## src/rtl/wake_pkg.sv

```systemverilog
package wake_pkg;
  typedef enum logic [1:0] {
    MD_SLEEP   = 2'd0,
    MD_STBY    = 2'd1,
    MD_NORM    = 2'd2,
    MD_NORM_LO = 2'd3
  } mode_e;

  typedef enum logic [1:0] {
    BW_IDLE  = 2'd0,
    BW_HOLD  = 2'd1,
    BW_ARMED = 2'd2
  } bw_state_e;

  function automatic logic mode_is_normal(input mode_e m);
    return m[1];
  endfunction
endpackage

```

## src/rtl/bus_wake_seq.sv

```systemverilog
module bus_wake_seq #(
  parameter int HOLD_CYC = 3000
) (
  input  logic clk,
  input  logic rst_n,
  input  logic active_i,
  input  logic dom_i,
  output logic hit_o
);
  import wake_pkg::*;
  localparam int CW = $clog2(HOLD_CYC + 1) + 1;

  bw_state_e       state;
  logic [CW-1:0]   run_cnt;
  logic            dom_q;

  always_ff @(posedge clk) begin
    if (!rst_n) begin
      state   <= BW_IDLE;
      run_cnt <= '0;
      dom_q   <= 1'b1;
      hit_o   <= 1'b0;
    end else begin
      dom_q <= dom_i;
      hit_o <= 1'b0;
      if (!active_i) begin
        state   <= BW_IDLE;
        run_cnt <= '0;
      end else begin
        unique case (state)
          BW_IDLE: begin
            if (dom_i && !dom_q) begin
              state   <= BW_HOLD;
              run_cnt <= CW'(1);
            end
          end
          BW_HOLD: begin
            if (!dom_i) begin
              state <= BW_IDLE;
            end else if (run_cnt == CW'(HOLD_CYC)) begin
              state <= BW_ARMED;
            end else begin
              run_cnt <= run_cnt + CW'(1);
            end
          end
          BW_ARMED: begin
            if (!dom_i) begin
              hit_o <= 1'b1;
              state <= BW_IDLE;
            end
          end
          default: state <= BW_IDLE;
        endcase
      end
    end
  end
endmodule

```

## src/rtl/local_wake_filt.sv

```systemverilog
module local_wake_filt #(
  parameter int DEB_CYC = 800
) (
  input  logic clk,
  input  logic rst_n,
  input  logic sleep_i,
  input  logic pin_i,
  output logic hit_o
);
  localparam int CW = $clog2(DEB_CYC + 1) + 1;

  logic          level_q;
  logic [CW-1:0] diff_cnt;

  always_ff @(posedge clk) begin
    if (!rst_n) begin
      level_q  <= 1'b0;
      diff_cnt <= '0;
      hit_o    <= 1'b0;
    end else begin
      hit_o <= 1'b0;
      if (pin_i != level_q) begin
        if (diff_cnt == CW'(DEB_CYC - 1)) begin
          level_q  <= pin_i;
          diff_cnt <= '0;
          hit_o    <= sleep_i;
        end else begin
          diff_cnt <= diff_cnt + CW'(1);
        end
      end else begin
        diff_cnt <= '0;
      end
    end
  end
endmodule

```

## src/rtl/wake_src_flag.sv

```systemverilog
module wake_src_flag (
  input  logic clk,
  input  logic rst_n,
  input  logic bus_hit_i,
  input  logic normal_i,
  input  logic clr_i,
  output logic flag_o
);
  always_ff @(posedge clk) begin
    if (!rst_n) begin
      flag_o <= 1'b0;
    end else if (clr_i || normal_i) begin
      flag_o <= 1'b0;
    end else if (bus_hit_i) begin
      flag_o <= 1'b1;
    end
  end
endmodule

```

## src/rtl/wake_detect.sv

```systemverilog
module wake_detect #(
  parameter int HOLD_CYC = 3000,
  parameter int DEB_CYC  = 800
) (
  input  logic       clk,
  input  logic       rst_n,
  input  logic [1:0] mode_i,
  input  logic       bus_dom_i,
  input  logic       wake_pin_i,
  input  logic       clr_i,
  output logic       bus_wake_o,
  output logic       local_wake_o,
  output logic       bus_src_o
);
  import wake_pkg::*;

  mode_e mode;
  logic  in_normal;
  logic  in_sleep;

  assign mode      = mode_e'(mode_i);
  assign in_normal = mode_is_normal(mode);
  assign in_sleep  = (mode == MD_SLEEP);

  bus_wake_seq #(.HOLD_CYC(HOLD_CYC)) u_bus (
    .clk      (clk),
    .rst_n    (rst_n),
    .active_i (!in_normal),
    .dom_i    (bus_dom_i),
    .hit_o    (bus_wake_o)
  );

  local_wake_filt #(.DEB_CYC(DEB_CYC)) u_loc (
    .clk     (clk),
    .rst_n   (rst_n),
    .sleep_i (in_sleep),
    .pin_i   (wake_pin_i),
    .hit_o   (local_wake_o)
  );

  wake_src_flag u_flag (
    .clk       (clk),
    .rst_n     (rst_n),
    .bus_hit_i (bus_wake_o),
    .normal_i  (in_normal),
    .clr_i     (clr_i),
    .flag_o    (bus_src_o)
  );
endmodule

```

## config.mk

```make
export PLATFORM = sky130hd
export DESIGN_NAME = wake_detect
export DESIGN_NICKNAME = d
export VERILOG_FILES = /design/src/rtl/wake_pkg.sv /design/src/rtl/bus_wake_seq.sv /design/src/rtl/local_wake_filt.sv /design/src/rtl/wake_src_flag.sv /design/src/rtl/wake_detect.sv
export SDC_FILE = /design/constraint.sdc
export NUM_CORES = 1
export LEC_CHECK = 0
export BUFFER_PORTS_ARGS = -buffer_cell sky130_fd_sc_hd__buf_2
export CAP_MARGIN = 20
export CORE_MARGIN = 3
export CORE_UTILIZATION = 54
export DETAILED_ROUTE_END_ITERATION = 8
export GPL_TIMING_DRIVEN = 0
export PLACE_DENSITY = 0.71
export SYNTH_ARGS = -nofsm -noshare
export SYNTH_HDL_FRONTEND = slang
export SYNTH_SLANG_ARGS = --single-unit
```

## constraint.sdc

```tcl
create_clock -name clk -period 5 [get_ports clk]
set_input_delay 0.75 -clock clk [delete_from_list [all_inputs] [get_ports clk]]
set_output_delay 0.75 -clock clk [all_outputs]
set_load 0.02 [all_outputs]
```

Word level (Yosys, flattened, before mapping)
Index checks and enable logic that the tools add are counted.
{"block": "totals", "wordCells": 47, "input_bits": 7, "regBits": 31, "out_inout_bits": 3}
{"block": "classes", "bitwise": 3, "n_mux": 10, "reduce_logical": 14, "n_eq_ne": 10, "addsub": 2}
{"cell": "$mux 13", "count": 3}
{"cell": "$pmux 13 s2", "count": 1}
{"cell": "$add 13x1->13 const B", "count": 1}
{"cell": "$eq 13x12->1 const B", "count": 1}
{"cell": "$add 11x1->11 const B", "count": 1}
{"cell": "$eq 11x10->1 const B", "count": 1}
{"cell": "$mux 2", "count": 4}
{"cell": "$ne 2x2->1 const B", "count": 3}
{"cell": "$pmux 2 s3", "count": 1}
{"cell": "$reduce_and 3->1", "count": 2}
{"cell": "$reduce_or 3->1", "count": 2}
{"cell": "$logic_not 2->1", "count": 2}
{"cell": "$reduce_and 4->1", "count": 1}
{"cell": "$reduce_or 2->1", "count": 2}
{"cell": "$ne 3x2->1 const B", "count": 1}
{"cell": "$not 1->1", "count": 3}
{"cell": "$eq 2x1->1 const B", "count": 1}
{"cell": "$eq 2x2->1 const B", "count": 1}
{"cell": "$ne 2x1->1 const B", "count": 1}
{"cell": "$reduce_and 2->1", "count": 1}
{"cell": "$reduce_bool 2->1", "count": 1}
{"cell": "$logic_and 1x1->1", "count": 1}
{"cell": "$logic_not 1->1", "count": 1}
{"cell": "$logic_or 1x1->1", "count": 1}
{"cell": "2 further kinds", "count": 2}

Logic depth before layout (Yosys ltp)
{"block": "logic_depth", "depth_word": 4, "ltp_mapped": 6, "depth_no_buf": 6}

Modules after synthesis
A second synthesis with hierarchy kept.
{"block": "unflattened", "cells_unflattened": 177, "area_unflattened_um2": 1621.6}
{"mod": "bus_wake_seq", "seq_area_each_um2": 340.3, "area_per_inst_um2": 991.0, "cells_per_inst": 110, "instances": 1}
{"mod": "local_wake_filt", "seq_area_each_um2": 260.2, "area_per_inst_um2": 584.3, "cells_per_inst": 62, "instances": 1}
{"mod": "wake_src_flag", "seq_area_each_um2": 20.0, "area_per_inst_um2": 38.8, "cells_per_inst": 3, "instances": 1}
{"mod": "wake_detect", "seq_area_each_um2": 0.0, "area_per_inst_um2": 7.5, "cells_per_inst": 2, "instances": 1}

Worst setup path after synthesis
OpenSTA, ideal clock, no wires.
{"block": "synth_path", "path_kind": "input to register", "start": "input bus_dom_i", "end": "register u_bus.run_cnt[10]", "path_stages": 6, "arrival_time_ns": 1.869, "setup_slack_ns": 3.069, "setup_ns": 0.062, "path_buffers": 2, "t_required_ns": 4.938, "path_cell_list": "buf_2 > and3b_1 > buf_2 > nand2_1 > or4b_1 > nand3_1"}
{"block": "synth_between", "elab_chain_len": 3, "elab_cells_between_ends": 4, "classes_between": "2 x eq/ne; 2 x reduce/logical"}
{"item": "start, declared", "line": "wake_detect.sv:8", "text": "input logic bus_dom_i,"}
{"item": "$logic_and 1x1->1", "line": "bus_wake_seq.sv:32", "text": "if (dom_i && !dom_q) begin"}
{"item": "$ne 2x1->1 (no source line)"}
{"item": "$reduce_and 4->1 (no source line) *"}
{"item": "end signal, assigned", "line": "bus_wake_seq.sv:43", "text": "run_cnt <= run_cnt + CW'(1);"}
{"item": "end, declared", "line": "bus_wake_seq.sv:14", "text": "logic [CW-1:0] run_cnt;"}
Mark *: on every way between the ends. The rest lies on a longest branch, timed or not.
A chain may end at the register's enable or synchronous reset.

Final worst setup path
{"block": "layout_path", "start": "input mode_i[1]", "end": "register u_bus.run_cnt[7]"}
{"block": "layout_between", "elab_chain_len": 1}
{"item": "start, declared", "line": "wake_detect.sv:7", "text": "input logic [1:0] mode_i,"}
{"item": "$reduce_or 2->1 (no source line)"}
Every way passes these cells.

==> impl_results.md <==
- Synthesized netlist cell count: 182
- Core Area: 2610 sq um
- Post-synth EDFFs: 0
- Final hold vios: 0
- Final Util: 0.653
- Iter 0 DRT Violations: 87
- GPL Wtd Cong: 0.903
- Crit-path max FO: 9
- Root Driver: clkbuf_4
- Gr ovfl total: 0
- Hold path start: u_loc.diff_cnt[0]$_SDFF_PP0_
- Rows: 18
- Clock buffer depth: 2
- Max Slew Vio Count: 0
- Worst Setup End Kind: flip-flop
- Pwr Density: 247 nW/um^2
- Die Y: 60.0 um
- Latest clock arrival within the worst-skew pair: 0.33 ns
- Worst IR Drop VDD: 0.000201 V
- CP Class: in2reg
- Buffers on Ports: 8
- Worst EP required: 5.23 ns
- Clock network fraction of design power: 0.362
- Nets: 207
- Hold/Removal Path Class: reg2reg
- CTS resizes: 0
- Crit path launch type: primary input
- Internal power: 321 uW
- Initial antenna violation count: 0
- Vias per cell: 6.13
- Peak Freq: 0.533 GHz
- Combinational share of power: 0.044
- Diode count: 0
- Final Skew: 0.0185 ns
- Async set-or-reset flop fraction in the synthesized netlist: 0
- Final Instance Area: 1710 sq um
- Placed Instance Area: 1650 sq um
- Total design power: 421 uW
- Layout cells sized above 1: 0.132
- Flop and latch count out of synthesis: 31
- Cell depth of the worst hold path: 1
- Syn Area/Cell: 8.64 sq um
- Setup TNS: 0 ns
- Initial core utilization: 0.602
- CTS tree: yes
- Postcts setup bufs: 0
- Sequential power share: 0.593
- Leak: 0.612 nW
- Vias: 1,391
- Post-DP HPWL: 2360 um
- First-pass DRT Iterations: 4
- Post-route DRC: 0
- Worst R2R Path Depth: 5
- Minimum clock period: 1.88 ns
- Routed Wire Length: 3260 um
- Die width: 60.0 um
- Fin crit share: 0.375
- Die Area: 3600 sq um
- Net count after synthesis: 192
- P&R area growth vs syn: 8.51%
- Switching power total: 100 uW
- Endpoints failing setup: 0
- H-tree depth: 2
- Sw Ratio: 0.238
- Finished Layout Cells: 227
- Tot GR Track Use: 0.211
- DR WL/cell: 14.4 um
- Yosys Warn Count: 0
- RSZ-0062 raised after global routing: false
- Reg-to-Reg Start: u_loc.diff_cnt[5]$_SDFF_PP0_
- Largest net degree at the start of global routing: 11
- Synth unique cells: 47
- Worst Path Arrival: 2.11 ns
- Worst Tran Pin Value: 0.695 ns
- Hold Buf Count CTS: 0
- Relative slew slack: 0.530
- Reg2Reg Setup Slack: 3.22 ns
- DP Cell Count: 220
- # IOs: 10
- Hold EP: u_loc.diff_cnt[0]$_SDFF_PP0_
- Maximum capacitance violations: 0
- DRT antenna net count: 0
- Primary FF master, synth: dfxtp_1
- CTS Buf Count: 5
- Post-Syn Area: 1570 sq um
- Clock Sinks: 31
- Status: finished, final reports clean
- Global-route wire length before repair: 5640 um
- Register area share after synthesis: 0.395
- FF-to-FF End: u_loc.diff_cnt[8]$_SDFF_PP0_
- Worst-path clk slew: 0.09 ns
- Vias in the first global route: 1,239
==> kinds of logic after synthesis <==
group                    synth area share
AO/OA/AOI/OAI                       0.147
XOR/XNOR                           0.0557
adder cells (fa/ha/maj)            0.0239
buffers and inverters              0.0374
flip-flops                          0.395
multiplexers                       0.0127
AND/OR/NAND/NOR                     0.329
==> cells in the mapped netlist, types with 3 or more instances <==
cell,count,area (sq um)
nor2b_1,3,18.8
ha_1,3,37.5
dfxtp_1,31,621
nand2b_1,4,25.0
xnor2_1,7,61.3
nor3_1,8,40.0
xor2_1,3,26.3
nor4_1,3,18.8
nand2_1,16,60.1
o21ai_0,6,30.0
inv_1,7,26.3
o211ai_1,4,30.0
a21oi_1,6,30.0
nand3_1,9,45.0
nor2_1,24,90.1
and3_1,3,18.8
==> cells in the final DEF (no fill, tap or decap), types with 3 or more instances in the layout <==
master and instances:
nand2_1 16, o21ai_0 6, nor2b_1 3, nor3_1 8, xnor2_1 7, inv_1 7, clkbuf_4 5, nand2b_1 4
xor2_1 3, o211ai_1 4, and3_1 3, a21oi_1 6, buf_2 10, ha_1 3, dfxtp_1 31, nand3_1 9
nor4_1 3, nor2_1 24
==> area by class of cell <==
class / count / area (sq um)
repair buffers: 8 / 40.0
multi-input cells: 138 / 893
clock buffers: 6 / 51.3
flip-flops and latches: 31 / 621
plain buffers: 6 / 32.5
inverters: 7 / 26.3
fillers: 217 / 906
clock inverters: 1 / 5.00
well taps: 30 / 37.5
==> flip-flops by register name (all words and copies together), names as in the netlist <==
name and cells:
u_loc.level_q 1, u_bus.run_cnt 13, u_bus.hit_o 1, u_bus.state 2, u_flag.flag_o 1, u_loc.hit_o 1, u_loc.diff_cnt 11, u_bus.dom_q 1
==> worst max-delay path: stages <==
cell and delay, ns:
buf_2 0.11, nand2b_1 0.13, clkbuf_1 0.24, nor2_1 0.27
o21ai_0 0.29, a221oi_1 0.32
==> per-layer routing <==
metal / global-route usage / part of all wire / vias up
li1: - / - / 689
met2: 0.316 / 0.44 / 45
met4: 0.0759 / 0.012 / 0
met3: 0.0389 / 0.066 / 5
met1: 0.301 / 0.48 / 652
met5: 0 / 0 / -
==> power groups by stage <==
stage               clock [mW]  sequential [mW]  combinational, mW
floorplan                    0            0.255             0.0122
global placement             0            0.255             0.0181
detailed placement           0            0.256             0.0185
CTS                      0.154            0.250             0.0186
global route             0.164            0.250             0.0209
finish                   0.152            0.250             0.0187
==> stage by stage <==
step	hold slack (ns)	worst slack, ns
3_3_place_gp	0.429	2.86
3_5_place_dp	0.439	2.84
4_1_cts	0.454	3.18
5_1_grt	0.475	3.06
6_report	0.450	3.12
2_1_floorplan	0.417	3.07
==> worst max-delay path by stage <==
stage | start | slack [ns] | depth (start not counted) | end
3_5_place_dp | mode_i[1] | 2.84 | 6 | u_bus.run_cnt[7]$_SDFFE_PP0P_
6_report | mode_i[1] | 3.12 | 6 | u_bus.run_cnt[7]$_SDFFE_PP0P_
2_1_floorplan | bus_dom_i | 3.07 | 6 | u_bus.run_cnt[10]$_SDFFE_PP0P_
4_1_cts | mode_i[1] | 3.18 | 6 | u_bus.run_cnt[7]$_SDFFE_PP0P_
3_3_place_gp | bus_dom_i | 2.86 | 5 | u_bus.run_cnt[9]$_SDFFE_PP0P_
5_1_grt | mode_i[1] | 3.06 | 6 | u_bus.run_cnt[7]$_SDFFE_PP0P_
Note: power is estimated with default switching activity, not from simulation.
